### src/rtl/irq_prio_ctx.sv
module irq_prio_ctx #(
  parameter int unsigned NLVL = 8
) (
  input  logic        clk,
  input  logic        rst_n,
  input  logic        ntf_valid,
  input  logic [7:0]  ntf_prio,
  input  logic        cur_wr,
  input  logic [7:0]  cur_wdata,
  input  logic        pend_wr,
  input  logic [7:0]  pend_wdata,
  input  logic        ack,
  output logic [15:0] ack_resp,
  output logic        irq_out,
  output logic [7:0]  cur_prio,
  output logic [7:0]  pend_prio
);
  localparam logic [7:0] NONE = 8'hFF;

  logic [NLVL-1:0] pbuf, pbuf_a, pbuf_n;
  logic [7:0]      cppr, cppr_a, cppr_n, pipr, pipr_n;
  logic            exc, exc_n, take, event_in;

  function automatic logic [NLVL-1:0] lvl_bit(input logic [7:0] p);
    lvl_bit = '0;
    for (int i = 0; i < NLVL; i++)
      if (p == 8'(i)) lvl_bit[NLVL-1-i] = 1'b1;
  endfunction

  function automatic logic [7:0] lead_zero(input logic [NLVL-1:0] b);
    lead_zero = NONE;
    for (int i = NLVL-1; i >= 0; i--)
      if (b[NLVL-1-i]) lead_zero = 8'(i);
  endfunction

  assign pipr     = lead_zero(pbuf);
  assign take     = ack & exc;
  assign cppr_a   = take ? pipr : cppr;
  assign pbuf_a   = take ? (pbuf & ~lvl_bit(pipr)) : pbuf;
  assign cppr_n   = cur_wr ? cur_wdata : cppr_a;
  assign pbuf_n   = pbuf_a | (ntf_valid ? lvl_bit(ntf_prio) : '0)
                           | (pend_wr ? lvl_bit(pend_wdata) : '0);
  assign pipr_n   = lead_zero(pbuf_n);
  assign event_in = ntf_valid | pend_wr | cur_wr;
  assign exc_n    = (exc & ~ack) | (event_in & (pipr_n < cppr_n));

  always_ff @(posedge clk) begin
    if (!rst_n) begin
      pbuf <= '0;
      cppr <= 8'h00;
      exc  <= 1'b0;
    end else begin
      pbuf <= pbuf_n;
      cppr <= cppr_n;
      exc  <= exc_n;
    end
  end

  assign ack_resp  = ack ? {exc, 7'b0, cppr_a} : 16'h0000;
  assign irq_out   = exc;
  assign cur_prio  = cppr;
  assign pend_prio = pipr;
endmodule


### config.mk
export PLATFORM = sky130hd
export DESIGN_NAME = irq_prio_ctx
export DESIGN_NICKNAME = d
export VERILOG_FILES = /design/src/rtl/irq_prio_ctx.sv
export SDC_FILE = /design/constraint.sdc
export NUM_CORES = 1
export LEC_CHECK = 0
export ABC_AREA = 1
export BUFFER_PORTS_ARGS = -buffer_cell sky130_fd_sc_hd__buf_2
export CORE_UTILIZATION = 43
export CTS_CLUSTER_SIZE = 30
export DETAILED_ROUTE_END_ITERATION = 7
export MAX_ROUTING_LAYER = met4
export PLACE_DENSITY = 0.77
export SLEW_MARGIN = 20
export SYNTH_ARGS = -nofsm -noshare
export SYNTH_HDL_FRONTEND = slang
export SYNTH_SLANG_ARGS = --single-unit
### constraint.sdc
create_clock -name clk -period 2.35 [get_ports clk]
set_input_delay 0.235 -clock clk [delete_from_list [all_inputs] [get_ports clk]]
set_output_delay 0.235 -clock clk [all_outputs]
set_load 0.01 [all_outputs]
# After elaboration in Yosys (flattened, before gate mapping)
# Cells that the tools add are included.
classes:
  n_lt_le_gt_ge: 1
  eq_ne: 21
  mux: 46
  bitwise: 11
  n_reduce_logical: 3
op_table:
  columns: ["cell", "n"]
  rows:
  - ["two-way mux 8 bit", 21]
  - ["== test 8 x 3 -> 1 bit, second input constant", 12]
  - ["== test 8 x 2 -> 1 bit, second input constant", 6]
  - ["== test 8 x 1 -> 1 bit, second input constant", 3]
  - ["zero test 8 bit", 3]
  - ["two-way mux 1 bit", 24]
  - ["two-way mux 16 bit", 1]
  - ["OR 8 bit", 2]
  - ["bitwise AND 8 bit", 1]
  - ["less-than comparator 8 bit", 1]
  - ["inverter 8 bit", 1]
  - ["bitwise AND 1 bit", 3]
  - ["OR 1 bit", 3]
  - ["inverter 1 bit", 1]
word_totals:
  ff_bits: 17
  in_bits: 30
  output_inout_bits: 33

# Depth between registers and ports, before layout
# Gate-level depths: netlist of the first run.
logic_depth:
  ltp_word: 26
  depth_mapped: 22

# Worst setup path before layout of the first run
# Ideal clock, no wire load.
synth_timing:
  path_kind: "reg-to-reg"
  startpoint: "register exc, in the netlist irq_out"
  endpoint: "register exc, in the netlist irq_out"
  setup_ns: 0.066
  arrival_ns: 2.438
  t_required_ns: 2.284
  setup_slack_ns: -0.154
  stages_incl_launch_ff: 16
  path_buffers: 0
  period_less_slack_ns: 2.504
  path_cell_list: "dfxtp_1 > nand2_4 > nor2_4 > nand2_2 > nor2_4 > a21oi_1 > nor2_1 > and3_2 > nand4_1 > nor3_1 > ha_1 > a21oi_1 > o21ai_0 > a31oi_1 > nand2_1 > a21oi_2"
synth_via:
  elab_chain_len: 15
  elab_cells_between_ends: 18
  classes_between: "order compare (1); mux (11); bitwise (6)"
synth_lines:
  columns: ["item", "line_no", "source"]
  rows:
  - ["start: declaration", "22", "logic exc, exc_n, take, event_in;"]
  - ["start signal: assignment", "55", "exc <= exc_n;"]
  - ["bitwise AND 1 bit", "37", "assign take = ack & exc;"]
  - ["two-way mux 8 bit", "39", "assign pbuf_a = take ? (pbuf & ~lvl_bit(pipr)) : pbuf;"]
  - ["OR 8 bit", "41", "assign pbuf_n = pbuf_a | (ntf_valid ? lvl_bit(ntf_prio) : '0)"]
  - ["OR 8 bit", "42", "| (pend_wr ? lvl_bit(pend_wdata) : '0);"]
  - ["two-way mux 8 bit (8 in series)", "33", "if (b[NLVL-1-i]) lead_zero = 8'(i);"]
  - ["less-than comparator 8 bit", "45", "assign exc_n = (exc & ~ack) | (event_in & (pipr_n < cppr_n));"]
  - ["bitwise AND 1 bit", "45", null]
  - ["OR 1 bit (*)", "45", null]
# Mark *: on every way between the ends. The rest lies on a longest branch, timed or not.
# A chain may end at the register's enable or synchronous reset.

# Final worst setup path of the first run
layout_timing:
  startpoint: "register pbuf[4]"
  endpoint: "register exc, in the netlist irq_out"
layout_via:
  elab_chain_len: 22
  elab_cells_between_ends: 38
  classes_between: "order compare (1); eq/ne (7); mux (23); bitwise (6); reduce/logical (1)"
layout_lines:
  columns: ["item", "line_no", "source"]
  rows:
  - ["start: declaration", "20", "logic [NLVL-1:0] pbuf, pbuf_a, pbuf_n;"]
  - ["start signal: assignment", "53", "pbuf <= pbuf_n;"]
  - ["two-way mux 8 bit (4 in series)", "33", null]
  - ["== test 8 x 3 -> 1 bit", "27", "if (p == 8'(i)) lvl_bit[NLVL-1-i] = 1'b1;"]
  - ["two-way mux 1 bit", "27", null]
  - ["inverter 8 bit", "39", null]
  - ["bitwise AND 8 bit", "39", null]
  - ["two-way mux 8 bit", "39", null]
  - ["OR 8 bit", "41", null]
  - ["OR 8 bit", "42", null]
  - ["two-way mux 8 bit (8 in series)", "33", null]
  - ["less-than comparator 8 bit (*)", "45", null]
  - ["bitwise AND 1 bit (*)", "45", null]
  - ["OR 1 bit (*)", "45", null]
# Marks and branches as above.

==> results.ini, run 1 <==
[grt]
via_count_of_the_first_global_routing_pass=1434
grt_start_max_net_pins=17
number_of_antenna_violations_at_the_first_check_in_global_routing=0
grt_pass1_wl_um=5920
grt.total_usage_pct=22.7
grt-ovfl-total=0

[cts]
cts.reportedPaths.clkPinSlew_ns=0.10
numClockSinks=17
tritoncts=built
clockRootBuffer=clkbuf_4
holdBufCountCts=0
clock_insertion_delay_at_the_later_pin_of_the_skew_report_ns=0.30
numCtsBuffers=3
clk_path_buf_depth=2
htreeDepth=1

[synthesis]
synth_top_cells_by_count=48 x nor2_1, 42 x nand2_1, 28 x inv_1
yosys_most_used_dff=dfxtp_1
synth_top_family_by_area=simple AND/OR/NAND/NOR gates
synth.mux.area_fraction_pct=0.708
synth-xor-area-share_pct=0
yosys_register_bits=17
synth_top_area_cell=dfxtp_1
synth.avg_cell_area_um2=6.26
synth_edf_count=0
async_reset_ff_share_pct=0
syn-cell-area_mm2=0.00141
synth_cells=226
simple_gate_area_share_of_the_yosys_netlist_pct=38.3
synth.distinct_cells=34
synth_top_cells_by_area=dfxtp_1 24%, nor2_1 13%, nand2_1 11%, inv_1 7.4%, ha_1 6.2%
synth-compound-area-share_pct=15.6
ys_seq_area_share_pct=24.1
post_synth_adder_cell_area_pct=6.19
synthesis_warnings=0
synth.top_cell.area_share_pct=24.1
post-synth-top-count-cell=nor2_1

[outcome]
outcome=complete, but fails checks
failed_checks=negative setup slack

[drt]
number_of_detailed_route_iterations_in_the_first_pass=4
drc=0
drt_first_iter_violations=46
route.detailed.wl_per_inst_um=10.2
via_per_inst=4.66
totalWireLength_um=3570
drt.antenna.violating_nets=0
dr_total_vias=1636

[timing]
timing.clock.skew_ns=0.0113
finalSetupViolCount=1
setup_ws_ns=-0.143
slew_viol_final=0
worst_margin_slew_ns=0.503
timing.fmax_ghz=0.401
max-slew-margin-rel_pct=66.4
timing.final.hold_violations=0
timing.hold.ws_ns=0.140
timing.final.crit_share_pct=106
grt_setup_unrepaired=yes
finalCriticalPeriod_ns=2.49

[floorplanning]
floorplan.die.width_um=59.3
start_util_pct=45.9
die_area_mm2=0.00352
coreArea_mm2=0.00308
chipHeight_um=59.3
boundaryPins=63
num_rows=20

[layout]
fillerInstances=311
area_growth_pct=37.2
num_antenna_cells=0
fin_nets=345
register_area_um2=343
final_util_pct=63.0
multi_input_area_um2=901
drive_above_1_share_pct=36.2

[setup_path]
crit_fanout=5
cp-end-kind=flop
setup.worst_path.start_class=flop
timing_worst_setup_path_type=reg -> reg
worstPathRequired_ns=2.59
critPathArrivalTime_ns=2.74

[pwr]
pwr_density_cell_mw_per_mm2=386
overall_power_uw=749
static-leakage-power_nw=1.05
peak_supply_drop_uv=256

[placement]
detailed_place_hpwl_um=3030
portBuffers=55
place.gp.congestion=0.863

[job]
max_cap_viol_count=0

[min_path]
hold_class=in -> reg

-- worst max-delay path: stages (launching register included) --
cell,delay [ns]
dfxtp_2,0.34
nor2_4,0.16
nand2_2,0.10
nor2_4,0.10
nand2_2,0.07
nor2_4,0.09
a21oi_1,0.07
nor2_1,0.11
and3_2,0.20
nand4_1,0.12
nor3_4,0.22
ha_1,0.29
a21oi_1,0.13
o21ai_0,0.08
a31oi_1,0.15
nand2_1,0.09
a21oi_2,0.11
-- final timing paths --
check,from,end,slack [ns],cells past startpoint
worst max-delay path,pbuf[4],irq_out,-0.14,16
worst min-delay path,rst_n,pbuf[6],0.14,3
worst max register to register,pbuf[4],irq_out,-0.14,16
worst min register to register,pbuf[0],pbuf[0],0.54,2
-- registers in the layout (all words and copies together) (netlist names) --
signal    count
cur_prio      8
irq_out       1
pbuf          8
-- timing repair --
| item | in CTS | in global routing |
|---|---|---|
| gates resized for setup | 2 | 2 |
| setup buffers | 0 | 0 |
| hold endpoints to repair | 0 | 0 |
| setup endpoints to repair | 1 | 1 |
| gates cloned | 0 | 0 |
-- through the flow --
stage,instance area [um^2],std cells,TNS [ns],worst slack [ns]
after detailed placement,1900,347,-0.189,-0.189
final,1940,351,-0.143,-0.143
after floorplan,1440,232,-0.0182,-0.0182
after CTS,1930,351,-0.150,-0.150
after global placement,1900,347,-0.0885,-0.0885
after global routing,1940,351,-0.374,-0.374
-- metal layers --
metal	routed length [um]	vias to the layer above	share of wire, %	GRT usage, %
met5	0	-	0	-
met4	58	0	1.6	8.16
met3	127	5	3.6	0.655
met2	1670	48	47	37.7
met1	1710	712	48	29.5
li1	-	871	-	-
-- cells in the final DEF (no fill, tap or decap), drive strengths merged, types with 7 or more instances in the layout --
master,Yosys,final
o21ai,11,11
inv,31,31
nor2,53,53
buf,12,84
nand3,9,9
ha,7,7
nand2,46,46
a21oi,16,16
dfxtp,17,17
conb,1,7
-- where the power goes --
group	internal [mW]	switching [mW]	leakage, nW
clock	0.0635	0.0963	0.0177
combinational	0.123	0.152	0.889
sequential	0.304	0.0102	0.140
-- logic make-up (layout without fill, tap and decap cells) --
| family | Yosys count | in the layout |
|---|---|---|
| other | 1 | 7 |
| buffers and inverters | 45 | 120 |
| adders and majority gates | 7 | 7 |
| muxes | 1 | 1 |
| DFF | 17 | 17 |
| and+or+nand+nor | 119 | 119 |
| AOI/OAI and AO/OA | 36 | 36 |
-- area by class of cell --
type / count / area share [%]
multi-input cells: 170 / 46.5
clock inverters: 1 / 0.258
flip-flops and latches: 17 / 17.7
repair buffers: 84 / 25.4
well taps: 44 / 2.84
inverters: 32 / 6.19
clock buffers: 3 / 1.16
No activity file was read; power rests on OpenSTA's default activity.
==> run 2: changes to the inputs <==
--- a/config.mk
+++ b/config.mk
@@ -6,7 +6,9 @@
 export NUM_CORES = 1
 export LEC_CHECK = 0
 export ABC_AREA = 1
+export ABC_CLOCK_PERIOD_IN_PS = 2350
 export BUFFER_PORTS_ARGS = -buffer_cell sky130_fd_sc_hd__buf_2
+export CORE_ASPECT_RATIO = 0.6
 export CORE_UTILIZATION = 43
 export CTS_CLUSTER_SIZE = 30
 export DETAILED_ROUTE_END_ITERATION = 7
==> run 2 against run 1 <==
The flow still finishes with violations (negative setup slack); clock skew down 0.0082 ns; sequential share of layout area fell by 0.61 points; global-route usage increased by 1.3 points; total power increased by 12%; sequential power about the same; clock-buffer cell count grew 1; first-iteration DRC count up 52%; maximum frequency decreased by 2.3%; utilization is 4.4 points higher; highest routed layer unchanged; combinational power grew 9.1%; flip-flop and latch count unchanged.
==> results.ini, run 2 (synthesis gave the netlist of run 1 again) <==
[outcome]
outcome=complete, but fails checks
failed_checks=negative setup slack

[drt]
route.detailed.wl_per_inst_um=11.5
drt_first_iter_violations=70
drt.antenna.violating_nets=0
totalWireLength_um=4020
via_per_inst=4.76
number_of_detailed_route_iterations_in_the_first_pass=4
dr_total_vias=1670
drc=0

[layout]
fin_nets=347
drive_above_1_share_pct=39.5
layout_commonest_cell=buf_2
layout_common_cells=55 x buf_2, 46 x nor2_1, 41 x nand2_1, 30 x buf_4, 28 x inv_1
area_growth_pct=43.1
fillerInstances=267
num_antenna_cells=0
filler_free_cell_count_of_the_finished_design=351
final_util_pct=67.4

[setup_path]
rrSetupSlack_ns=-0.20
timing.critical_path.slowest_cell_delay_ns=0.33
critPathArrivalTime_ns=2.74
worstPathRequired_ns=2.54
timing_worst_setup_path_type=reg -> reg
crit_fanout=6
setup.worst_path.start_class=flop
crit_path_cell_trace=nor2_4 > buf_6 > a21boi_4 > a21oi_2 > a211oi_2 > nand2_2 > nor3_4 > ha_1 > a21oi_2 > o21ai_1 > a31oi_1 > nand2_1 > a21oi_2
cp-end-kind=flop
crit_path_slowest_cell=dfxtp_2
crit_top_cell=a21oi_2

[placement]
placed_cells_incl_taps=339
portBuffers=55
place.gp.congestion=0.954
detailed_place_hpwl_um=3280

[pwr]
sw_frac_of_total_pct=33.1
combinationalPowerShare_pct=35.9
pwr_density_cell_mw_per_mm2=413
switchingPower_uw=276
p_int_uw=559
static-leakage-power_nw=1.07
clkPwrFrac_pct=26.5
share_seq_of_total_power_pct=37.7
peak_supply_drop_uv=184

[timing]
timing.final.hold_violations=0
setup_ws_ns=-0.203
slew_viol_final=0
finalCriticalPeriod_ns=2.55
timing.clock.skew_ns=0.00302
finalSetupViolCount=1
grt_setup_unrepaired=yes
totalNegativeSetupSlack_ns=-0.203
worst_margin_slew_ns=0.508
max-slew-margin-rel_pct=65.8
timing.fmax_ghz=0.392
timing.final.crit_share_pct=109

[cts]
cts.reportedPaths.clkPinSlew_ns=0.07
tritoncts=built
htreeDepth=1
numClockSinks=17
numCtsBuffers=3
holdBufCountCts=0
clk_path_buf_depth=2
clockRootBuffer=clkbuf_8
clock_insertion_delay_at_the_later_pin_of_the_skew_report_ns=0.25

[floorplanning]
start_util_pct=47.1
chipHeight_um=46.4
boundaryPins=63
die_area_mm2=0.00353
floorplan.die.width_um=76.0
coreArea_mm2=0.00300
num_rows=15

[grt]
grt_pass1_wl_um=6340
grt.total_usage_pct=24.0
grt_start_max_net_pins=17
number_of_antenna_violations_at_the_first_check_in_global_routing=0
grt-ovfl-total=0
via_count_of_the_first_global_routing_pass=1397

[min_path]
hold_class=in -> reg

[job]
max_cap_viol_count=0

-- run 2: cell count changes in the layout (fill, tap and decap cells not counted), moves of 2 or more --
cell / before / now
a21oi_1: 14 / 11
dfxtp_2: 2 / 4
dfxtp_1: 15 / 13
nor2_1: 48 / 46
clkbuf_4: 3 / 0
a21oi_2: 2 / 5
nor2_2: 1 / 3
clkbuf_8: 0 / 3
ha_1: 7 / 5
ha_4: 0 / 2
-- run 2: critical path: cells and delay by family (launching register included) --
kind | cells | cell delay, ns
buffers and inverters | 1 | 0.11
adders and majority gates | 1 | 0.30
AOI/OAI and AO/OA | 7 | 1.09
and+or+nand+nor | 4 | 0.64
DFF | 1 | 0.33
-- run 2: layer usage --
metal | part of all wire (%) | global-route usage (%) | up-vias
met5 | 0 | - | -
met4 | 0.70 | 6.15 | 0
li1 | - | - | 869
met3 | 5.3 | 3.76 | 2
met2 | 42 | 36.2 | 69
met1 | 52 | 33.6 | 730
-- run 2: worst paths after layout --
check          start  endpoint  depth (start not counted)
max reg2reg  pbuf[6]   irq_out                         13
min            rst_n   pbuf[6]                          3
max          pbuf[6]   irq_out                         13
min reg2reg  irq_out   irq_out                          2
-- run 2: layout make-up --
cell class	instances	area, um^2	share of cell area [%]
clock buffer	4	45.0	2.23
inverter	32	120	5.94
tap	42	52.6	2.60
sequential	17	345	17.1
multi-input combinational	170	948	46.9
timing repair buffer	86	512	25.3
-- run 2: power by group through the flow --
stage	clock network, mW	registers (mW)	logic (mW)
detailed placement	0	0.320	0.270
finish	0.221	0.315	0.300
floorplan	0	0.327	0.155
CTS	0.218	0.315	0.276
global placement	0	0.320	0.267
global route	0.234	0.316	0.333
-- run 2: what timing repair did --
| item | 4_1_cts | 5_1_grt |
|---|---|---|
| endpoints found under the setup margin | 1 | 1 |
| setup buffers | 6 | 2 |
| pin swaps | 10 | 12 |
| gates resized for setup | 8 | 9 |
-- run 2: metrics by stage --
step,cell area [um^2],power [mW],setup slack (ns),hold slack (ns)
after floorplan,1440,0.482,-0.0182,0.333
after global placement,1850,0.587,-0.115,0.449
after detailed placement,1850,0.591,-0.199,0.451
after CTS,1960,0.809,-0.144,0.189
after global routing,2020,0.884,-0.317,0.226
final,2020,0.835,-0.203,0.185
